`config.mk`:
```
export PLATFORM = sky130hd
export DESIGN_NAME = burst_col_gen
export DESIGN_NICKNAME = d
export VERILOG_FILES = /design/src/rtl/burst_col_pkg.sv /design/src/rtl/burst_mode_reg.sv /design/src/rtl/burst_beat_ctrl.sv /design/src/rtl/burst_addr_map.sv /design/src/rtl/burst_col_gen.sv
export SDC_FILE = /design/constraint.sdc
export NUM_CORES = 1
export LEC_CHECK = 0
export CAP_MARGIN = 30
export CORE_MARGIN = 2
export CORE_UTILIZATION = 47
export CTS_BUF_LIST = sky130_fd_sc_hd__clkbuf_4 sky130_fd_sc_hd__clkbuf_8
export DETAILED_ROUTE_END_ITERATION = 10
export GPL_TIMING_DRIVEN = 0
export PLACE_DENSITY = 0.72
export SLEW_MARGIN = 20
export SYNTH_ARGS = -nofsm -noshare
export SYNTH_HDL_FRONTEND = slang
export SYNTH_HIERARCHICAL = 1
export SYNTH_SLANG_ARGS = --single-unit
```
`constraint.sdc`:
```
create_clock -name clk -period 3.2 [get_ports clk]
set_clock_uncertainty 0.05 [all_clocks]
set_input_delay 0.48 -clock clk [delete_from_list [all_inputs] [get_ports clk]]
set_output_delay 0.48 -clock clk [all_outputs]
set_load 0.01 [all_outputs]
```
`src/rtl/burst_col_pkg.sv`:
```
package burst_col_pkg;

  localparam int MODE_W   = 4;
  localparam int TYPE_BIT = 3;

  typedef enum logic [2:0] {
    BL_ONE  = 3'b000,
    BL_TWO  = 3'b001,
    BL_FOUR = 3'b010,
    BL_OCT  = 3'b011,
    BL_PAGE = 3'b111
  } burst_len_e;

  // number of low column bits that take part in a finite burst
  function automatic logic [1:0] span_bits(input logic [2:0] code);
    logic [1:0] n;
    case (code)
      BL_TWO:  n = 2'd1;
      BL_FOUR: n = 2'd2;
      BL_OCT:  n = 2'd3;
      default: n = 2'd0;
    endcase
    return n;
  endfunction

endpackage

```
`src/rtl/burst_mode_reg.sv`:
```
module burst_mode_reg #(
  parameter int COL_W = 8
) (
  input  logic                                clk,
  input  logic                                rst_n,
  input  logic                                cap_en,
  input  logic [burst_col_pkg::MODE_W-1:0]    mode_i,
  output logic [COL_W-1:0]                    mask_o,
  output logic                                full_o,
  output logic                                ilv_o
);
  import burst_col_pkg::*;

  logic [1:0] nbits_d, nbits_q;
  logic       full_d, full_q;
  logic       ilv_d, ilv_q;

  always_comb begin
    nbits_d = span_bits(mode_i[2:0]);
    full_d  = (mode_i[2:0] == BL_PAGE);
    ilv_d   = mode_i[TYPE_BIT];
  end

  always_ff @(posedge clk or negedge rst_n) begin
    if (!rst_n) begin
      nbits_q <= 2'd0;
      full_q  <= 1'b0;
      ilv_q   <= 1'b0;
    end else if (cap_en) begin
      nbits_q <= nbits_d;
      full_q  <= full_d;
      ilv_q   <= ilv_d;
    end
  end

  for (genvar i = 0; i < COL_W; i++) begin : g_mask
    assign mask_o[i] = full_q | (i < int'(nbits_q));
  end

  assign full_o = full_q;
  assign ilv_o  = ilv_q;

endmodule

```
`src/rtl/burst_beat_ctrl.sv`:
```
module burst_beat_ctrl #(
  parameter int COL_W = 8
) (
  input  logic             clk,
  input  logic             rst_n,
  input  logic             load_i,
  input  logic             stop_i,
  input  logic [COL_W-1:0] col_i,
  input  logic [COL_W-1:0] mask_i,
  input  logic             full_i,
  output logic             active_o,
  output logic             last_o,
  output logic [COL_W-1:0] base_o,
  output logic [COL_W-1:0] beat_o
);

  logic             act_d, act_q;
  logic [COL_W-1:0] base_d, base_q;
  logic [COL_W-1:0] beat_d, beat_q;
  logic             last;

  assign last = act_q & ~full_i & (beat_q == mask_i);

  always_comb begin
    act_d  = act_q;
    base_d = base_q;
    beat_d = beat_q;
    if (load_i) begin
      act_d  = 1'b1;
      base_d = col_i;
      beat_d = '0;
    end else if (stop_i) begin
      act_d  = 1'b0;
    end else if (act_q) begin
      if (last) act_d = 1'b0;
      else      beat_d = beat_q + COL_W'(1);
    end
  end

  always_ff @(posedge clk or negedge rst_n) begin
    if (!rst_n) begin
      act_q  <= 1'b0;
      base_q <= '0;
      beat_q <= '0;
    end else begin
      act_q  <= act_d;
      base_q <= base_d;
      beat_q <= beat_d;
    end
  end

  assign active_o = act_q;
  assign last_o   = last;
  assign base_o   = base_q;
  assign beat_o   = beat_q;

endmodule

```
`src/rtl/burst_addr_map.sv`:
```
module burst_addr_map #(
  parameter int COL_W = 8
) (
  input  logic [COL_W-1:0] base_i,
  input  logic [COL_W-1:0] beat_i,
  input  logic [COL_W-1:0] mask_i,
  input  logic             ilv_i,
  input  logic             full_i,
  output logic [COL_W-1:0] col_o
);

  logic             use_xor;
  logic [COL_W-1:0] sum;
  logic [COL_W-1:0] flip;
  logic [COL_W-1:0] low;

  assign use_xor = ilv_i & ~full_i;
  assign sum     = base_i + beat_i;
  assign flip    = base_i ^ beat_i;
  assign low     = use_xor ? flip : sum;

  for (genvar i = 0; i < COL_W; i++) begin : g_bit
    assign col_o[i] = mask_i[i] ? low[i] : base_i[i];
  end

endmodule

```
`src/rtl/burst_col_gen.sv`:
```
module burst_col_gen #(
  parameter int COL_W = 8
) (
  input  logic                             clk,
  input  logic                             rst_n,
  input  logic                             start_i,
  input  logic                             newcol_i,
  input  logic                             stop_i,
  input  logic [COL_W-1:0]                 start_col_i,
  input  logic [burst_col_pkg::MODE_W-1:0] mode_i,
  output logic [COL_W-1:0]                 col_o,
  output logic                             valid_o,
  output logic                             done_o
);

  logic [1:0]       rst_pipe;
  logic             rst_n_sync;
  logic [COL_W-1:0] mask;
  logic             full, ilv;
  logic             active, last;
  logic [COL_W-1:0] base, beat, mapped;

  always_ff @(posedge clk or negedge rst_n) begin
    if (!rst_n) rst_pipe <= 2'b00;
    else        rst_pipe <= {rst_pipe[0], 1'b1};
  end
  assign rst_n_sync = rst_pipe[1];

  burst_mode_reg #(.COL_W(COL_W)) mode_i_reg (
    .clk    (clk),
    .rst_n  (rst_n_sync),
    .cap_en (start_i),
    .mode_i (mode_i),
    .mask_o (mask),
    .full_o (full),
    .ilv_o  (ilv)
  );

  burst_beat_ctrl #(.COL_W(COL_W)) beat_i (
    .clk      (clk),
    .rst_n    (rst_n_sync),
    .load_i   (start_i | newcol_i),
    .stop_i   (stop_i),
    .col_i    (start_col_i),
    .mask_i   (mask),
    .full_i   (full),
    .active_o (active),
    .last_o   (last),
    .base_o   (base),
    .beat_o   (beat)
  );

  burst_addr_map #(.COL_W(COL_W)) map_i (
    .base_i (base),
    .beat_i (beat),
    .mask_i (mask),
    .ilv_i  (ilv),
    .full_i (full),
    .col_o  (mapped)
  );

  assign valid_o = active;
  assign done_o  = last;
  assign col_o   = active ? mapped : '0;

endmodule

```
# Word-level counts from Yosys, hierarchy flattened
# Index checks and enable logic that the tools add are counted.
[classes]
addsub = 2
n_mul = 0
n_div = 0
magnitude_cmp = 3
eq_ne = 7
shift = 0
n_mux = 19
bitwise = 9
n_reduce_logical = 2
[op_table]
columns = ["operator", "count"]
rows = [
  ["8-bit 2-to-1 mux", 6],
  ["1-bit 2-to-1 mux", 12],
  ["8-bit by 1-bit adder with 8-bit output, second input constant", 1],
  ["8-bit adder", 1],
  ["8-bit == test", 1],
  ["8-bit bitwise XOR", 1],
  ["3-bit by 2-bit == test with 1-bit output, second input constant", 2],
  ["2-bit one-hot mux with 3 select lines", 1],
  ["1-bit by 2-bit < comparator with 1-bit output, first input constant", 2],
  ["2-bit by 1-bit inequality test with 1-bit output, second input constant", 2],
  ["1-bit OR", 4],
  ["1-bit bitwise AND", 3],
  ["3-bit by 1-bit == test with 1-bit output, second input constant", 1],
  ["3-bit == test, second input constant", 1],
  ["3-bit AND reduction", 1],
  ["2-bit < comparator, first input constant", 1],
  ["2-bit nonzero test", 1],
  ["1-bit inverter", 1],
]
[totals]
ff_bits = 23
latch_bits = 0
ram_bits = 0
rom_bits = 0
input_bits = 17
out_inout_bits = 10
wordCells = 49
n_memories = 0

# Logic depth before layout (Yosys ltp)
# Gate-level depths: netlist of the first run.
[logic_depth]
ltp_word = 8
ltp_mapped = 8
depth_no_buf = 8

# By module
# Netlist of the first run, hierarchy kept.
[modules_own_cells]
columns = ["module", "instances", "cells_each", "area_per_inst_um2", "seq_area_each_um2"]
rows = [
  ["burst_beat_ctrl", 1, 75, 860.8, 425.4],
  ["burst_addr_map", 1, 65, 452.9, 0.0],
  ["burst_mode_reg", 1, 22, 214.0, 100.1],
  ["burst_col_gen", 1, 12, 110.1, 50.0],
]

# Worst setup path before layout of the first run
# No wires, ideal clock.
[synth_path]
path_type = "register to output"
start = "register beat_i.beat_q[0] (netlist: beat_i/beat_o[0])"
end = "output port col_o[6]"
arrival_time_ns = 2.028
path_slack_ns = 0.642
path_stages_with_launch = 9
path_cell_list = "dfrtp_1 ha_1 fa_1 a21o_1 a21oi_1 o211ai_1 nor3b_1 o31a_1 and2_1"
[synth_via]
elab_chain_len = 4
[synth_rtl]
columns = ["element", "line", "rtl"]
rows = [
  ["start: declaration", "burst_beat_ctrl.sv:19", "logic [COL_W-1:0] beat_d, beat_q;"],
  ["start signal: assignment", "burst_beat_ctrl.sv:48", "beat_q <= beat_d;"],
  ["8-bit adder", "burst_addr_map.sv:18", "assign sum = base_i + beat_i;"],
  ["8-bit 2-to-1 mux", "burst_addr_map.sv:20", "assign low = use_xor ? flip : sum;"],
  ["1-bit 2-to-1 mux", "burst_addr_map.sv:23", "assign col_o[i] = mask_i[i] ? low[i] : base_i[i];"],
  ["named net mapped[6]", "burst_col_gen.sv:21", "logic [COL_W-1:0] base, beat, mapped;"],
  ["8-bit 2-to-1 mux", "burst_col_gen.sv:64", "assign col_o = active ? mapped : '0;"],
  ["end: declaration", "burst_col_gen.sv:11", "output logic [COL_W-1:0] col_o,"],
]
# The timed path passes the listed nets, and every way through them passes these cells.

# Final worst setup path of the first run
[layout_path]
start = "register beat_i.beat_q[1] (netlist: beat_i/beat_o[1])"
end = "output port col_o[6]"
# Same word-level chain as after synthesis.

==> results_dict.tcl, run 1 <==
set metrics [dict create \
    rsz0062_at_grt "false" \
    comb_power_share 0.310 \
    ctsHoldBuffers 0 \
    dp.cells 246 \
    totalPowerFinal_uw 680 \
    ios 27 \
    r2r-start "mode_i_reg/full_o$_DFFE_PN0P_" \
    grt_max_degree 22 \
    clk_latency_ns 0.33 \
    fin_crit_ns 3.13 \
    crit_path_top_delay_cell "dfrtp_2" \
    start_util 0.491 \
    grt_pass1_wl_um 6280 \
    powerDensity_nw_per_um2 319 \
    synth_area_leaders "dfrtp_1, mux2_2, ha_1" \
    status "completed" \
    end_kind "primary output" \
    p_seq_frac 0.475 \
    core-area_sq_um 3340 \
    grt_pass1_vias 1411 \
    finalMaxSlewViolations 0 \
    drt_iter0_drc 67 \
    cts.sinks 23 \
    drt-pass1-iter-count 4 \
    grt_overflow 0 \
    ys_types 46 \
    routed-wl-met2_um 1830 \
    p_sw_frac 0.314 \
    final-setup-viol-count 0 \
    max-slew-margin-rel 0.610 \
    worstMarginPinSlew_ns 0.581 \
    ys_warn_count 6 \
    clk_pin_slew_ns 0.14 \
    portBuffers 26 \
    layout_setup_ws_ns 0.0741 \
    hold_class "flop to asynchronous set/reset pin" \
    syn_nets 200 \
    avgSynthCellArea_sq_um 9.41 \
    routedLengthMet1_um 1800 \
    worstPathRequired_ns 2.67 \
    critical-path-max-stage-delay_ns 0.46 \
    grt_usage 0.203 \
    synth_top_area_frac 0.351 \
    max_freq_mhz 320 \
    seq_area_frac_synth 0.351 \
    drv_cap 0 \
    p_sw_uw 214 \
    clockPowerShare 0.215 \
    num_rows 21 \
    drc 0 \
    fp.dieW_um 63.0 \
    path_class "flop to primary output" \
    fin_nets 245 \
    vias 1425 \
    max-clock-path-buffers 2 \
    async_flop_share 1.00 \
    avgViaCountPerCell 5.40 \
    p_int_uw 467 \
    synth_flop_cell "dfrtp_1" \
    final_cells 264 \
    numCtsBuffers 3 \
    syn_inst 174 \
    wl_per_cell_um 14.5 \
    worstPathCellList "buf_4, fa_2, a21o_1, a21oi_2, o211ai_1, nor3b_1, o31a_1, and2_1, dlygate4sd2_1" \
    dieHeight_um 63.0 \
    r2r-end "beat_i/beat_o[1]$_DFFE_PN0P_" \
    ff2ff_path_depth 7 \
    reg2reg_slack_ns 0.91 \
    setup_tns_ns 0 \
    fp.dieArea_sq_um 3970 \
    start_kind "flop" \
    route.met3.wl_um 129 \
    hold_viol 0 \
    dp_slack_ns 0.0518 \
    synth_top_cell_by_area "dfrtp_1" \
    critPathArrivalTime_ns 2.60 \
    syn_area_sq_um 1640 \
    synth_edf_count 0 \
    antenna_found_initial 0 \
    fin_crit_sh 0.977 \
    crit_fanout 5 \
    dpl_cell_area_sq_um 1960 \
    htree_levels 1 \
    ant_nets 0 \
    leakage_uw 0.000889 \
    finalInstanceArea_sq_um 2130 \
    highest_layer "met4" \
    synthToLayoutAreaGrowth_pct 30.0 \
    antenna_cells 0 \
    hpwlAfterDp_um 2600 \
    nFillCells 294 \
    place_congestion 0.798 \
    cts_tree "yes" \
    drive_above_1_share 0.248 \
    yosys_register_bits 23 \
    routed_wirelength_um 3830 \
    irDropWorstVdd_mv 0.255 \
    clockRootBuffer "clkbuf_4" \
]
## synthesized netlist by cell type, types with 2 or more instances
cell / n
dfrtp_1: 23
a21oi_1: 14
mux2_2: 11
nor2_1: 11
xnor2_1: 10
inv_1: 9
o21ai_0: 9
and2_1: 8
ha_1: 8
nand2_1: 8
nand3_1: 6
buf_4: 5
nor2b_1: 4
nand2b_1: 3
nand3b_1: 3
nor3_1: 3
or3_1: 3
clkbuf_1: 2
nand4_1: 2
nor3b_1: 2
o211a_1: 2
o31ai_1: 2
or4_1: 2
xor2_1: 2
## critical path: cells and delay by family, from the launching register on
family          cells  cell delay [ns]
compound gates      4             0.70
buf+inv             2             0.44
simple gates        2             0.31
fa+ha+maj           1             0.35
flops               1             0.46
## timing repair
item / CTS / global route
endpoints found under the setup margin: 4 / 2
pin swaps: 1 / 3
buffers inserted: 9 / 4
resized for setup: 15 / 3
## sequential cells by signal, indices dropped and copies added, names as in the netlist
signal / count
rst_pipe: 2
beat_i/base_o: 8
mode_i_reg/full_o: 1
beat_i/beat_o: 8
beat_i/active_o: 1
mode_i_reg/nbits_q: 2
mode_i_reg/ilv_o: 1
## cell usage in the layout, fill, tap and decap left out, types with 2 or more instances in the layout
cell and instances:
dlygate4sd2_1 3, clkbuf_1 2, ha_1 6, inv_1 9, dfrtp_1 19, o31ai_1 2, xor2_1 2, o21ai_0 9
nand4_1 2, a21oi_2 2, or3_1 3, a21oi_1 12, dfrtp_2 4, nand2b_1 3, nor2b_1 4, o211a_1 2
nor2_1 11, nand3_1 6, nor3_1 3, clkbuf_4 3, nand3b_1 3, xnor2_1 10, or4_1 2, nand2_1 8
and2_1 8, mux2_2 11, clkdlybuf4s50_1 22, buf_4 17
## worst max-delay path by stage
stage                                             from  slack (ns)        to
after global placement    beat_i/beat_o[0]$_DFFE_PN0P_        0.06  col_o[6]
after floorplan           beat_i/beat_o[0]$_DFFE_PN0P_        0.64  col_o[6]
after detailed placement  beat_i/beat_o[0]$_DFFE_PN0P_        0.05  col_o[6]
after CTS                 beat_i/base_o[1]$_DFFE_PN0P_       0.006  col_o[6]
after global routing      beat_i/beat_o[0]$_DFFE_PN0P_     0.00009  col_o[6]
final                     beat_i/beat_o[1]$_DFFE_PN0P_        0.07  col_o[6]
## power groups by stage
| stage | clock network, uW | registers [uW] | logic (uW) |
|---|---|---|---|
| floorplan | 0 | 327 | 121 |
| CTS | 153 | 327 | 204 |
| detailed placement | 0 | 334 | 194 |
| finish | 147 | 323 | 211 |
| global placement | 0 | 333 | 190 |
| global route | 160 | 326 | 230 |
## cells by family after synthesis
kind of cell             Yosys count  synth area share
AO/OA/AOI/OAI                     40             0.170
XOR/XNOR                          12            0.0642
adder cells (fa/ha/maj)            9            0.0733
buffers and inverters             16            0.0481
flip-flops                        23             0.351
multiplexers                      13            0.0909
other                              1           0.00229
AND/OR/NAND/NOR                   60             0.200
## through the flow
step | utilization | hold slack [ns]
finish | 0.638 | 0.0496
detailed placement | 0.586 | 0.287
CTS | 0.624 | 0.235
global route | 0.638 | 0.0696
floorplan | - | 0.134
global placement | 0.586 | 0.286
## final cells by class
cell class,count,area [sq um],area share
Clock inverter,1,5.00,0.00235
Multi-Input combinational cell,135,1020,0.478
Timing Repair Buffer,40,368,0.173
Buffer,7,45.0,0.0212
Sequential cell,23,581,0.273
Inverter,9,33.8,0.0159
Tap cell,46,57.6,0.0270
Clock buffer,3,22.5,0.0106
## metal layers
layer / up-vias / track usage
met3: 4 / 0.0324
li1: 704 / -
met4: 0 / 0.0889
met1: 687 / 0.265
met2: 30 / 0.331
met5: - / 0
Power figures use the tool's default switching activity.
==> run 2: changes to the inputs <==
--- a/config.mk
+++ b/config.mk
@@ -6,11 +6,12 @@
 export NUM_CORES = 1
 export LEC_CHECK = 0
 export CAP_MARGIN = 30
-export CORE_MARGIN = 2
+export CORE_MARGIN = 8
 export CORE_UTILIZATION = 47
 export CTS_BUF_LIST = sky130_fd_sc_hd__clkbuf_4 sky130_fd_sc_hd__clkbuf_8
 export DETAILED_ROUTE_END_ITERATION = 10
 export GPL_TIMING_DRIVEN = 0
+export HOLD_SLACK_MARGIN = 0.15
 export PLACE_DENSITY = 0.72
 export SLEW_MARGIN = 20
 export SYNTH_ARGS = -nofsm -noshare
==> run 2 against run 1 <==
Setup slack better by 0.013 ns. Clock power hardly changed. First-iteration DRC count is 9.0% lower. Sequential share of layout area is 0.48 points lower. Maximum frequency is 0.41% higher. Register-to-register slack worse by 0.04 ns. Via count is 0.35% lower. Hold slack better by 0.13 ns. Sequential power is 1% higher. Critical path type unchanged. Largest power group unchanged.
==> results_dict.tcl, run 2 (synthesis results as in run 1) <==
set metrics [dict create \
    status "completed" \
    drc 0 \
    start_util 0.491 \
    routed_wirelength_um 4120 \
    grt_pass1_wl_um 6910 \
    htree_levels 1 \
    use_met3 0.0213 \
    fp.dieW_um 75.0 \
    final_cells 263 \
    cts_tree "yes" \
    drt-pass1-iter-count 4 \
    crit_fanout 3 \
    clk_pin_slew_ns 0.14 \
    numCtsBuffers 3 \
    start_kind "flop" \
    cts.sinks 23 \
    critical-path-max-stage-delay_ns 0.53 \
    leakage_uw 0.000874 \
    fin_nets 244 \
    finalMaxSlewViolations 0 \
    fp.dieArea_sq_um 5630 \
    irDropWorstVdd_mv 0.237 \
    gr-usage-met1 0.194 \
    grt.busiest_layer "met2" \
    timing.hold.ws_ns 0.176 \
    ff2ff_path_depth 7 \
    crit_path_top_delay_cell "clkdlybuf4s50_1" \
    grt_overflow 0 \
    ios 27 \
    core-area_sq_um 3340 \
    max-slew-margin-rel 0.596 \
    fin_crit_ns 3.11 \
    hpwlAfterDp_um 2790 \
    drt_iter0_drc 61 \
    hold_class "flop to asynchronous set/reset pin" \
    dp_slack_ns 0.0604 \
    vias 1420 \
    worstMarginPinSlew_ns 0.602 \
    layout_setup_ws_ns 0.0867 \
    powerDensity_nw_per_um2 318 \
    grt_max_degree 22 \
    crit_buf_inv 2 \
    grt_pass1_vias 1476 \
    portBuffers 26 \
    globalRouteMet2Util 0.270 \
    dp.cells 246 \
    dieHeight_um 75.0 \
    critPathArrivalTime_ns 2.58 \
    ant_nets 0 \
    r2r-end "beat_i/beat_o[1]$_DFFE_PN0P_" \
    hold_viol 0 \
    fin_crit_sh 0.973 \
    worstPathCellList "ha_4, buf_4, a21o_2, a21oi_1, nor2_1, xnor2_1, a21oi_1, and2_1, clkdlybuf4s50_1" \
    path_class "flop to primary output" \
    max_freq_mhz 321 \
    timing.critical_path.mode_cell "a21oi_1" \
    avgViaCountPerCell 5.40 \
    wl_per_cell_um 15.7 \
    drive_above_1_share 0.272 \
    finalInstanceArea_sq_um 2170 \
    rsz0062_at_grt "false" \
    place_congestion 0.820 \
    ctsHoldBuffers 0 \
    num_rows 21 \
    cp_top_family "buffers and inverters" \
    layout_common_cells "clkdlybuf4s50_1, dfrtp_1, buf_4" \
    end_kind "primary output" \
    drv_cap 0 \
    antenna_found_initial 0 \
    layout_commonest_cell "clkdlybuf4s50_1" \
    worstPathRequired_ns 2.67 \
    grt_usage 0.158 \
    max-clock-path-buffers 2 \
    synthToLayoutAreaGrowth_pct 32.6 \
    antenna_cells 0 \
    reg2reg_slack_ns 0.87 \
    dpl_cell_area_sq_um 1960 \
    r2r-start "mode_i_reg/full_o$_DFFE_PN0P_" \
    clk_latency_ns 0.33 \
    clockRootBuffer "clkbuf_4" \
    setup_tns_ns 0 \
    final-setup-viol-count 0 \
]
run 2: cell count changes in the layout (fill, tap and decap cells not counted), sizes merged:
cell | previous run | this run
buf | 19 | 18
clkbuf | 6 | 7
clkinv | 1 | 0
clkinvlp | 0 | 1
dlygate4sd2 | 3 | 2
run 2: final cells by class:
class                   instances  area, sq um
plain buffers                   7         45.0
clock buffers                   3         22.5
clock inverters                 1         7.51
fillers                       301         1160
inverters                       9         33.8
multi-input cells             135         1070
flip-flops and latches         23          582
well taps                      46         57.6
repair buffers                 39          349
run 2: metrics by stage:
stage                      util  total power, uW
after CTS                 0.626              688
after global routing      0.651              733
final                     0.651              691
after global placement    0.586              524
after detailed placement  0.586              530
after floorplan               -              447
run 2: worst max path at each step:
stage	cells after the start	start	to	slack, ns
3_3_place_gp	9	beat_i/beat_o[0]$_DFFE_PN0P_	col_o[6]	0.06
3_5_place_dp	9	beat_i/beat_o[0]$_DFFE_PN0P_	col_o[6]	0.06
5_1_grt	9	beat_i/beat_o[1]$_DFFE_PN0P_	col_o[3]	0.01
4_1_cts	9	beat_i/base_o[1]$_DFFE_PN0P_	col_o[6]	0.0004
6_report	9	beat_i/beat_o[1]$_DFFE_PN0P_	col_o[3]	0.09
2_1_floorplan	8	beat_i/beat_o[0]$_DFFE_PN0P_	col_o[6]	0.64
run 2: layer usage:
metal | share of wire | wire, um
met5 | 0 | 0
met4 | 0.0083 | 34
met3 | 0.036 | 149
met2 | 0.53 | 2160
met1 | 0.43 | 1770
run 2: timing repair:
item | in CTS | in global routing
setup buffers | 9 | 3
pin swaps | 2 | 6
setup endpoints to repair | 4 | 2
resized for setup | 15 | 11
run 2: where the power goes:
part	leakage [uW]	switching, uW	total (uW)	internal [uW]
clock network	0.0000139	101	149	47.8
logic	0.000580	97.8	215	118
registers	0.000281	20.3	327	306
total	0.000874	219	691	472
==> run 3: changes to the inputs <==
--- a/config.mk
+++ b/config.mk
@@ -12,7 +12,7 @@
 export DETAILED_ROUTE_END_ITERATION = 10
 export GPL_TIMING_DRIVEN = 0
 export HOLD_SLACK_MARGIN = 0.15
-export PLACE_DENSITY = 0.72
+export PLACE_DENSITY = 0.79
 export SLEW_MARGIN = 20
 export SYNTH_ARGS = -nofsm -noshare
 export SYNTH_HDL_FRONTEND = slang
==> run 3 against run 2 <==
Wire length is 1.7% lower. Non-clock buffer count down 1. Clock-buffer cell count unchanged. Die area unchanged. Global-route usage shrank 0.96 points. Combinational power hardly changed. Flip-flop and latch count unchanged. Critical endpoint is now col_o[6]. Setup slack improved by 0.019 ns. Sequential power is essentially flat. Critical path type unchanged. Largest cell class unchanged.
==> results_dict.tcl, run 3 (synthesis results as in run 1) <==
set metrics [dict create \
    grt_pass1_vias 1430 \
    critPathArrivalTime_ns 2.56 \
    antenna_found_initial 0 \
    clockPowerShare 0.208 \
    max-clock-path-buffers 2 \
    fin_crit_ns 3.09 \
    clockRootBuffer "clkbuf_4" \
    max-slew-margin-rel 0.594 \
    drive_above_1_share 0.259 \
    routed-wl-met2_um 2000 \
    place_congestion 0.801 \
    regArea_sq_um 582 \
    status "completed" \
    p_sw_uw 213 \
    drt-pass1-iter-count 4 \
    p_int_uw 469 \
    grt_pass1_wl_um 6460 \
    core-area_sq_um 3340 \
    fp.dieW_um 75.0 \
    p_sw_frac 0.312 \
    avgViaCountPerCell 5.48 \
    highest_layer "met4" \
    worstMarginPinSlew_ns 0.609 \
    clk_latency_ns 0.32 \
    end_kind "primary output" \
    num_rows 21 \
    route.met3.wl_um 172 \
    cts_tree "yes" \
    routedLengthMet1_um 1830 \
    grt_overflow 0 \
    drv_cap 0 \
    irDropWorstVdd_mv 0.189 \
    multi_input_area_sq_um 1070 \
    layout_setup_ws_ns 0.105 \
    ios 27 \
    dp_slack_ns -0.00480 \
    grt_usage 0.149 \
    portBuffers 26 \
    comb_power_share 0.317 \
    setup_tns_ns 0 \
    hold_class "flop to asynchronous set/reset pin" \
    fin_nets 243 \
    hpwlAfterDp_um 2730 \
    nFillCells 298 \
    wl_per_cell_um 15.4 \
    clk_pin_slew_ns 0.13 \
    p_seq_frac 0.475 \
    powerDensity_nw_per_um2 315 \
    fp.dieArea_sq_um 5630 \
    start_kind "flop" \
    worstPathRequired_ns 2.67 \
    finalMaxSlewViolations 0 \
    max_freq_mhz 323 \
    fin_crit_sh 0.967 \
    drt_iter0_drc 63 \
    htree_levels 1 \
    drc 0 \
    rsz0062_at_grt "true" \
    routed_wirelength_um 4050 \
    vias 1437 \
    cts.sinks 23 \
    numCtsBuffers 3 \
    final-setup-viol-count 0 \
    start_util 0.491 \
    dieHeight_um 75.0 \
    antenna_cells 0 \
    hold_viol 0 \
    synthToLayoutAreaGrowth_pct 32.4 \
    ant_nets 0 \
    grt_max_degree 22 \
    leakage_uw 0.000873 \
    layout_commonest_cell "clkdlybuf4s50_1" \
    layout_common_cells "clkdlybuf4s50_1, dfrtp_1, buf_4" \
    path_class "flop to primary output" \
    crit_fanout 5 \
]
## run 3: cell types whose count changed in the layout (fill, tap and decap cells not counted)
cell           previous run  this run
clkbuf_2                  2         1
dlygate4sd2_1             2         3
clkinv_2                  0         1
clkinvlp_4                1         0
buf_4                    17        15
dlygate4sd3_1             0         1
## run 3: area by class of cell
type | count | area share
Clock buffer | 3 | 0.0104
Inverter | 9 | 0.0156
Timing Repair Buffer | 38 | 0.160
Clock inverter | 1 | 0.00231
Multi-Input combinational cell | 135 | 0.496
Sequential cell | 23 | 0.268
Buffer | 7 | 0.0208
Tap cell | 46 | 0.0265
## run 3: power groups by stage
stage / Sequential, uW / Clock (uW) / Combinational [uW]
finish: 324 / 142 / 217
global route: 326 / 153 / 237
CTS: 326 / 142 / 201
detailed placement: 334 / 0 / 196
global placement: 333 / 0 / 193
floorplan: 327 / 0 / 121
## run 3: what timing repair did
action / in CTS / in global routing
hold buffers: 0 / 1
hold endpoints to repair: 0 / 8
endpoints found under the setup margin: 4 / 2
cloned: 0 / 0
pin swaps: 2 / 1
resized for setup: 14 / 10
setup buffers: 6 / 4
## run 3: metal layers
layer | track usage | vias up
met5 | 0 | -
met3 | 0.0226 | 6
met4 | 0.0478 | 0
met2 | 0.243 | 45
met1 | 0.194 | 692
li1 | - | 694
## run 3: critical path, stage by stage (launching register included)
cell,delay [ns]
dfrtp_2,0.46
buf_4,0.17
fa_1,0.40
a21o_1,0.21
a21oi_2,0.16
o211ai_1,0.13
nor3b_1,0.16
o31a_1,0.26
and2_1,0.16
clkbuf_2,0.13
## run 3: metrics by stage
step           total power [uW]   util  area (sq um)  cells  hold slack (ns)
6_report                    682  0.650          2170    262            0.156
5_1_grt                     716  0.650          2170    262            0.178
4_1_cts                     670  0.614          2050    256            0.248
3_5_place_dp                530  0.586          1960    246            0.297
3_3_place_gp                526  0.586          1960    246            0.284
2_1_floorplan               447      -          1640    174            0.134
## run 3: worst paths after layout
check                                                     to  slack (ns)  cells past startpoint                     startpoint
max in group asynchronous  mode_i_reg/nbits_q[1]$_DFFE_PN0P_        2.13                      1          rst_pipe[1]$_DFF_PN0_
setup reg to reg                beat_i/beat_o[3]$_DFFE_PN0P_        0.82                      7  mode_i_reg/full_o$_DFFE_PN0P_
hold reg to reg                 beat_i/beat_o[7]$_DFFE_PN0P_        0.16                      1          rst_pipe[1]$_DFF_PN0_
hold / removal                  beat_i/beat_o[7]$_DFFE_PN0P_        0.16                      1          rst_pipe[1]$_DFF_PN0_
min in group clk                       rst_pipe[1]$_DFF_PN0_        0.32                      0          rst_pipe[0]$_DFF_PN0_
setup / recovery                                    col_o[6]        0.11                      9   beat_i/beat_o[1]$_DFFE_PN0P_
